## src/rtl/fsync_capture.sv

```systemverilog
module fsync_capture #(
  parameter int DW     = 16,
  parameter int DLY_W  = 8,
  parameter int CNT_W  = 8,
  parameter int WSEL_W = 5
) (
  input  logic              clk,
  input  logic              rst_n,
  input  logic              fsync_i,
  input  logic [DW-1:0]     din_i,
  input  logic [DLY_W-1:0]  delay_i,
  input  logic [CNT_W-1:0]  count_i,
  input  logic [WSEL_W-1:0] width_i,
  output logic [DW-1:0]     sample_o,
  output logic              valid_o,
  output logic              done_o
);

  typedef enum logic [1:0] {S_IDLE = 2'd0, S_WAIT = 2'd1, S_CAP = 2'd2} st_t;

  st_t              st;
  logic             fs_q;
  logic             fin_q;
  logic [DLY_W-1:0] dly_cnt;
  logic [CNT_W-1:0] left;
  logic [DW-1:0]    mask_q;
  logic             sync_edge;

  assign sync_edge = fsync_i & ~fs_q;

  function automatic logic [DW-1:0] mask_for(logic [WSEL_W-1:0] w);
    int eff;
    logic [DW-1:0] m;
    if (w == WSEL_W'(8))                             eff = 8;
    else if (w >= WSEL_W'(10) && w <= WSEL_W'(16))   eff = int'(w);
    else                                             eff = 16;
    if (eff > DW) eff = DW;
    for (int i = 0; i < DW; i++) m[i] = (i < eff);
    return m;
  endfunction

  always_ff @(posedge clk or negedge rst_n) begin
    if (!rst_n) begin
      st       <= S_IDLE;
      fs_q     <= 1'b0;
      fin_q    <= 1'b0;
      dly_cnt  <= '0;
      left     <= '0;
      mask_q   <= '0;
      sample_o <= '0;
      valid_o  <= 1'b0;
      done_o   <= 1'b0;
    end else begin
      fs_q    <= fsync_i;
      valid_o <= 1'b0;
      fin_q   <= 1'b0;
      done_o  <= fin_q;
      case (st)
        S_IDLE: begin
          if (sync_edge && count_i != '0) begin
            mask_q  <= mask_for(width_i);
            left    <= count_i;
            dly_cnt <= delay_i;
            st      <= (delay_i == '0) ? S_CAP : S_WAIT;
          end
        end
        S_WAIT: begin
          dly_cnt <= dly_cnt - 1'b1;
          if (dly_cnt == DLY_W'(1)) st <= S_CAP;
        end
        S_CAP: begin
          sample_o <= din_i & mask_q;
          valid_o  <= 1'b1;
          left     <= left - 1'b1;
          if (left == CNT_W'(1)) begin
            st    <= S_IDLE;
            fin_q <= 1'b1;
          end
        end
        default: st <= S_IDLE;
      endcase
    end
  end

endmodule


```

## config.mk

```make
export PLATFORM = sky130hd
export DESIGN_NAME = fsync_capture
export DESIGN_NICKNAME = d
export VERILOG_FILES = /design/src/rtl/fsync_capture.sv
export SDC_FILE = /design/constraint.sdc
export NUM_CORES = 1
export LEC_CHECK = 0
export CORE_MARGIN = 3
export CORE_UTILIZATION = 50
export DETAILED_ROUTE_END_ITERATION = 10
export DONT_BUFFER_PORTS = 1
export GPL_ROUTABILITY_DRIVEN = 1
export GPL_TIMING_DRIVEN = 0
export PLACE_DENSITY = 0.71
export REMOVE_ABC_BUFFERS = 1
export SYNTH_ARGS = -nofsm -noshare
export SYNTH_HDL_FRONTEND = slang
export SYNTH_SLANG_ARGS = --single-unit
```

## constraint.sdc

```tcl
create_clock -name clk -period 1.8 [get_ports clk]
set_input_delay 0.27 -clock clk [delete_from_list [all_inputs] [get_ports clk]]
set_output_delay 0.27 -clock clk [all_outputs]
set_load 0.02 [all_outputs]
```

==> results of run 1 <==
-- routing by layer --
layer	part of all wire [%]	GRT usage (%)	wire [um]
met5	0	0	0
met4	1.4	5.62	70
met3	6.5	6.26	337
met2	48	31.3	2500
met1	44	23.8	2260
-- how the worst max path moves through the flow --
stage | start | to | slack (ps)
after global routing | st[0] | dly_cnt[3] | 20
after detailed placement | st[0] | left[4] | -820
after floorplan | st[0] | dly_cnt[3] | -620
after CTS | fs_q | dly_cnt[3] | 40
final | left[5] | st[1] | 80
after global placement | st[0] | dly_cnt[3] | -1270
-- metrics by stage --
stage	worst slack, ps	cells
2_1_floorplan	-621	236
3_3_place_gp	-1270	301
3_5_place_dp	-824	304
4_1_cts	42.7	320
5_1_grt	22.4	320
6_report	84.3	320
-- cells in the final DEF (no fill, tap or decap), types with 4 or more instances in the layout --
cell	n
a21oi_1	10
o21ai_0	8
dfrtp_1	52
nand3_1	19
clkbuf_8	6
nor2_1	23
or2_2	8
nand2_1	42
nor3_1	9
inv_1	7
ha_1	4
-- flip-flops by register name (all words and copies together) (netlist names) --
name and count:
dly_cnt 8, done_o 1, fin_q 1, fs_q 1, left 8, mask_q 16
sample_o 16, st 2, valid_o 1
-- cell type report --
type	instances	area [um^2]
clock inverter	2	16.3
multi-input combinational	175	1030
timing repair buffer	9	104
tap	65	81.3
timing repair inverter	1	7.51
clock buffer	6	82.6
sequential	54	1350
fill	411	1830
inverter	8	33.8
-- worst register-to-register path, delay by kind of cell (launching register included) --
family	cells	cell delay (ps)
AOI/OAI and AO/OA	2	550
DFF	1	420
and+or+nand+nor	1	610
-- power by group --
group	internal, mW	switching [mW]
Sequential	1.64	0.591
Clock	0.318	0.407
Combinational	0.512	0.632
Total	2.47	1.63
-- cell families (layout without fill, tap and decap cells) --
logic type	after synthesis	in the layout	share of synthesized area (%)
buffers and inverters	20	26	3.72
multiplexers	1	1	0.408
AO/OA/AOI/OAI	41	41	12.6
adder cells (fa/ha/maj)	4	4	2.04
AND/OR/NAND/NOR	125	126	25.1
flip-flops	54	54	55.1
XOR/XNOR	3	3	1.07
-- what timing repair did --
action / in CTS / in global routing
hold buffers: 3 / 0
setup buffers: 3 / 0
pin swaps: 1 / 1
resized for setup: 4 / 3
setup endpoints to repair: 27 / 11
endpoints found under the hold margin: 55 / 0
gates cloned: 2 / 0
==> results.ini, run 1 <==
[routing]
vias=1812
detail-route-antenna-nets=0
drt_wl_total_um=5170
viasPerCell=5.66
wire_per_inst_um=16.2
firstDrtPassIters=5
drc=0
drt_iter0_drc=98

[run_status]
status=finished, final reports clean

[cells_and_area]
drive_gt1_share_pct=13.7
final_area_mm2=0.00271
layout.nets=298
area_delta_synth_final_pct=10.4
utilization_pct=59.7
antenna_cells=0

[critical_path]
worstPathArrival_ps=1880
crit_path_end_kind=flop
path_cells=or4_1 > o41ai_1 > a222oi_1
cp_slowest_cell=or4_1
rr_startpoint=left[5]
critPathLaunchType=flop
cp_num_buf_inv=0
path_depth=3
worstSetupPathType=reg -> reg
reg2reg_depth=3
r2r_end=st[1]
r2r_slack_ps=80
path_max_fanout=4
slowest_delay_ps=610
crit_family=simple AND/OR/NAND/NOR gates
crit_required_ps=1970

[yosys]
synth_cell_type_count=45
synth_area_leader_cell=dfrtp_1
synth_seq_cells=54
synth_top_area_share_pct=55.1
synth.most_common_cell=dfrtp_1
synth-async-reset-ratio_pct=100
ys.flop_type=dfrtp_1
synth_common_cells=54 x dfrtp_1, 42 x nand2_1, 23 x nor2_1
syn_inst=248
synth-edff-count=0
syn-cell-area_mm2=0.00245
synthTopCellsByArea=dfrtp_1 55%, nand2_1 6.4%, nand3_1 3.9%, nor2_1 3.5%, a21oi_1 2.0%
ys_seq_area_share_pct=55.1
avgSynthCellArea_um2=9.89
yosysWarnings=0

[grt]
globalRouteTotalUtil_pct=19.0
grt_antenna_before_repair=0
grt_max_degree=55
grt_pass1_vias=1792
grt_pass1_wl_um=8790
gr-total-overflow=0

[timing]
rsz0062_at_grt=no
fin_setup_tns_ps=0
worstMarginPinSlew_ps=508
max_freq_mhz=583
fin_crit_ps=1720
fin_hold_ws_ps=83.8
setup_viol=0
maxSlewHeadroom_pct=65.9
drv_slew=0
finClkSkew_ps=7.49
post-route-period-util_pct=95.3
final_hold_viol_count=0

[cts]
insertion_delay_ps=310
clockRootBuffer=clkbuf_8
h-tree-depth=2
cts_buffers=5
clk_pin_slew_worst_paths_ps=100
cts.path.max_buffers=2
clock_sinks=54
cts_tree=done

[floorplanning]
die_h_um=76.0
die-area_mm2=0.00578
core_area_mm2=0.00453
die_w_um=76.0
start_util_pct=54.1
boundaryPins=58
row_count=24

[hold_path]
hold_end=left[1]
min_from=count_i[1]
hold_path_depth=1
worstHoldPathType=in -> reg

[power_and_ir_drop]
power.total_mw=4.10
vdd_drop_max_mv=0.572
leakage_nw=1.13
power_density_mw_per_mm2=1510

[place]
dpl_cell_area_mm2=0.00251
port_buffers=0
gp_congestion=0.800
hpwlAfterDp_um=3370

[job]
drv_cap=0

No activity file was read; power rests on OpenSTA's default activity.
==> inputs of run 2 (changes only) <==
- RECOVER_POWER: unset -> 100
==> run 2 against run 1 <==
Net effect:
- clock skew shrank 1.1 ps
- first-iteration DRC count up 1.0%
- setup slack about the same
- critical path depth unchanged
- register-to-register slack is essentially flat
- fmax hardly changed
- sequential power hardly changed
- clock power hardly changed
- sequential share of layout area is 0.21 points higher
- power shrank 0.33%
- die area unchanged
- largest power group unchanged
==> results.ini, run 2 (synthesis gave the netlist of run 1 again) <==
[run_status]
status=finished, final reports clean  ; unchanged

[place]
dpl_cell_area_mm2=0.00251  ; unchanged
port_buffers=0  ; unchanged
hpwlAfterDp_um=3370  ; unchanged
gp_congestion=0.800  ; unchanged

[routing]
viasPerCell=5.61  ; was 5.66
vias=1795  ; was 1812
drt_wl_total_um=5140  ; was 5170 um
drt_iter0_drc=99  ; was 98
firstDrtPassIters=4  ; was 5
detail-route-antenna-nets=0  ; unchanged
drc=0  ; unchanged
wire_per_inst_um=16.1  ; was 16.2 um

[grt]
grt_antenna_before_repair=0  ; unchanged
grt_max_degree=55  ; unchanged
grt_pass1_wl_um=8790  ; unchanged
globalRouteTotalUtil_pct=19.0  ; unchanged
gr-total-overflow=0  ; unchanged
grt_pass1_vias=1792  ; unchanged

[cts]
insertion_delay_ps=310  ; about the same
cts_buffers=5  ; unchanged
clk_pin_slew_worst_paths_ps=100  ; about the same
h-tree-depth=2  ; unchanged
cts.path.max_buffers=2  ; unchanged
clockRootBuffer=clkbuf_8  ; unchanged
clock_sinks=54  ; unchanged
cts_tree=done  ; unchanged

[cells_and_area]
final_area_mm2=0.00270  ; was 0.00271 mm^2
layout.nets=298  ; unchanged
layout_common_cells=52 x dfrtp_1, 42 x nand2_1, 23 x nor2_1  ; unchanged
drive_gt1_share_pct=12.9  ; was 13.7%
area_delta_synth_final_pct=9.95  ; was 10.4%
layout_commonest_cell=dfrtp_1  ; unchanged
antenna_cells=0  ; unchanged
reg_top3=mask_q x16, sample_o x16  ; unchanged

[floorplanning]
die-area_mm2=0.00578  ; unchanged
row_count=24  ; unchanged
die_w_um=76.0  ; unchanged
core_area_mm2=0.00453  ; unchanged
start_util_pct=54.1  ; unchanged
boundaryPins=58  ; unchanged
die_h_um=76.0  ; unchanged

[critical_path]
crit_path_end_kind=flop  ; unchanged
crit_required_ps=1970  ; about the same
path_max_fanout=4  ; unchanged
worstPathArrival_ps=1890  ; was 1880 ps
worstSetupPathType=reg -> reg  ; unchanged
critPathLaunchType=flop  ; unchanged
reg2reg_depth=3  ; unchanged
r2r_slack_ps=80  ; about the same

[timing]
maxSlewHeadroom_pct=65.8  ; was 65.9%
max_freq_mhz=583  ; about the same
post-route-period-util_pct=95.3  ; about the same
fin_setup_tns_ps=0  ; unchanged
drv_slew=0  ; unchanged
rsz0062_at_grt=no  ; unchanged
setup_viol=0  ; unchanged
final_hold_viol_count=0  ; unchanged
worstMarginPinSlew_ps=508  ; about the same
fin_hold_ws_ps=84.4  ; was 83.8 ps
fin_crit_ps=1720  ; about the same
finClkSkew_ps=6.41  ; was 7.49 ps

[power_and_ir_drop]
vdd_drop_max_mv=0.572  ; about the same
power_density_mw_per_mm2=1510  ; about the same
leakage_nw=1.13  ; about the same

[hold_path]
worstHoldPathType=in -> reg  ; unchanged
hold_path_depth=1  ; unchanged

[job]
drv_cap=0  ; unchanged

-- run 2: final cells by class --
cell class | count | area, um^2
clock inverter | 2 | 16.3
multi-input combinational | 175 | 1020
tap | 65 | 81.3
timing repair inverter | 1 | 5.00
fill | 412 | 1840
sequential | 54 | 1350
inverter | 8 | 33.8
clock buffer | 6 | 82.6
timing repair buffer | 9 | 100
-- run 2: final timing paths --
check / start / endpoint
min in group asynchronous: rst_n / left[1]
max in group asynchronous: rst_n / st[0]
min: count_i[1] / left[1]
min reg2reg: fin_q / done_o
max reg2reg: left[5] / st[1]
max: left[5] / st[1]
-- run 2: worst max-delay path, cell delays in order, from the launching register on --
cell and delay, ps:
dfrtp_1 420, or4_1 610, o41ai_1 430, a222oi_1 120
-- run 2: through the flow --
stage	power [mW]	std cells	worst slack (ps)	utilization (%)
final	4.08	320	84.1	59.5
after global routing	4.41	320	22.3	59.5
after detailed placement	3.29	304	-824	55.3
after global placement	3.22	301	-1270	54.5
after floorplan	2.99	236	-621	-
after CTS	4.12	320	42.7	59.6
-- run 2: per-layer routing --
metal  up-vias  track usage [%]  part of all wire [%]
met4         0             5.62                   1.4
met2        47             31.3                    48
met5         -                0                     0
met3         6             6.26                   6.1
met1       869             23.8                    44
li1        873                -                     -
-- run 2: where the power goes --
group | switching, mW | leakage, nW | internal (mW)
registers | 0.592 | 0.618 | 1.64
logic | 0.623 | 0.462 | 0.505
clock network | 0.409 | 0.0478 | 0.318
total | 1.62 | 1.13 | 2.46
-- run 2: timing repair --
action | CTS | global route
resized for setup | 4 | 3
hold endpoints to repair | 55 | 0
buffers inserted | 3 | 0
setup endpoints to repair | 27 | 11
pin swaps | 1 | 1
gates cloned | 2 | 0
hold buffers | 3 | 0
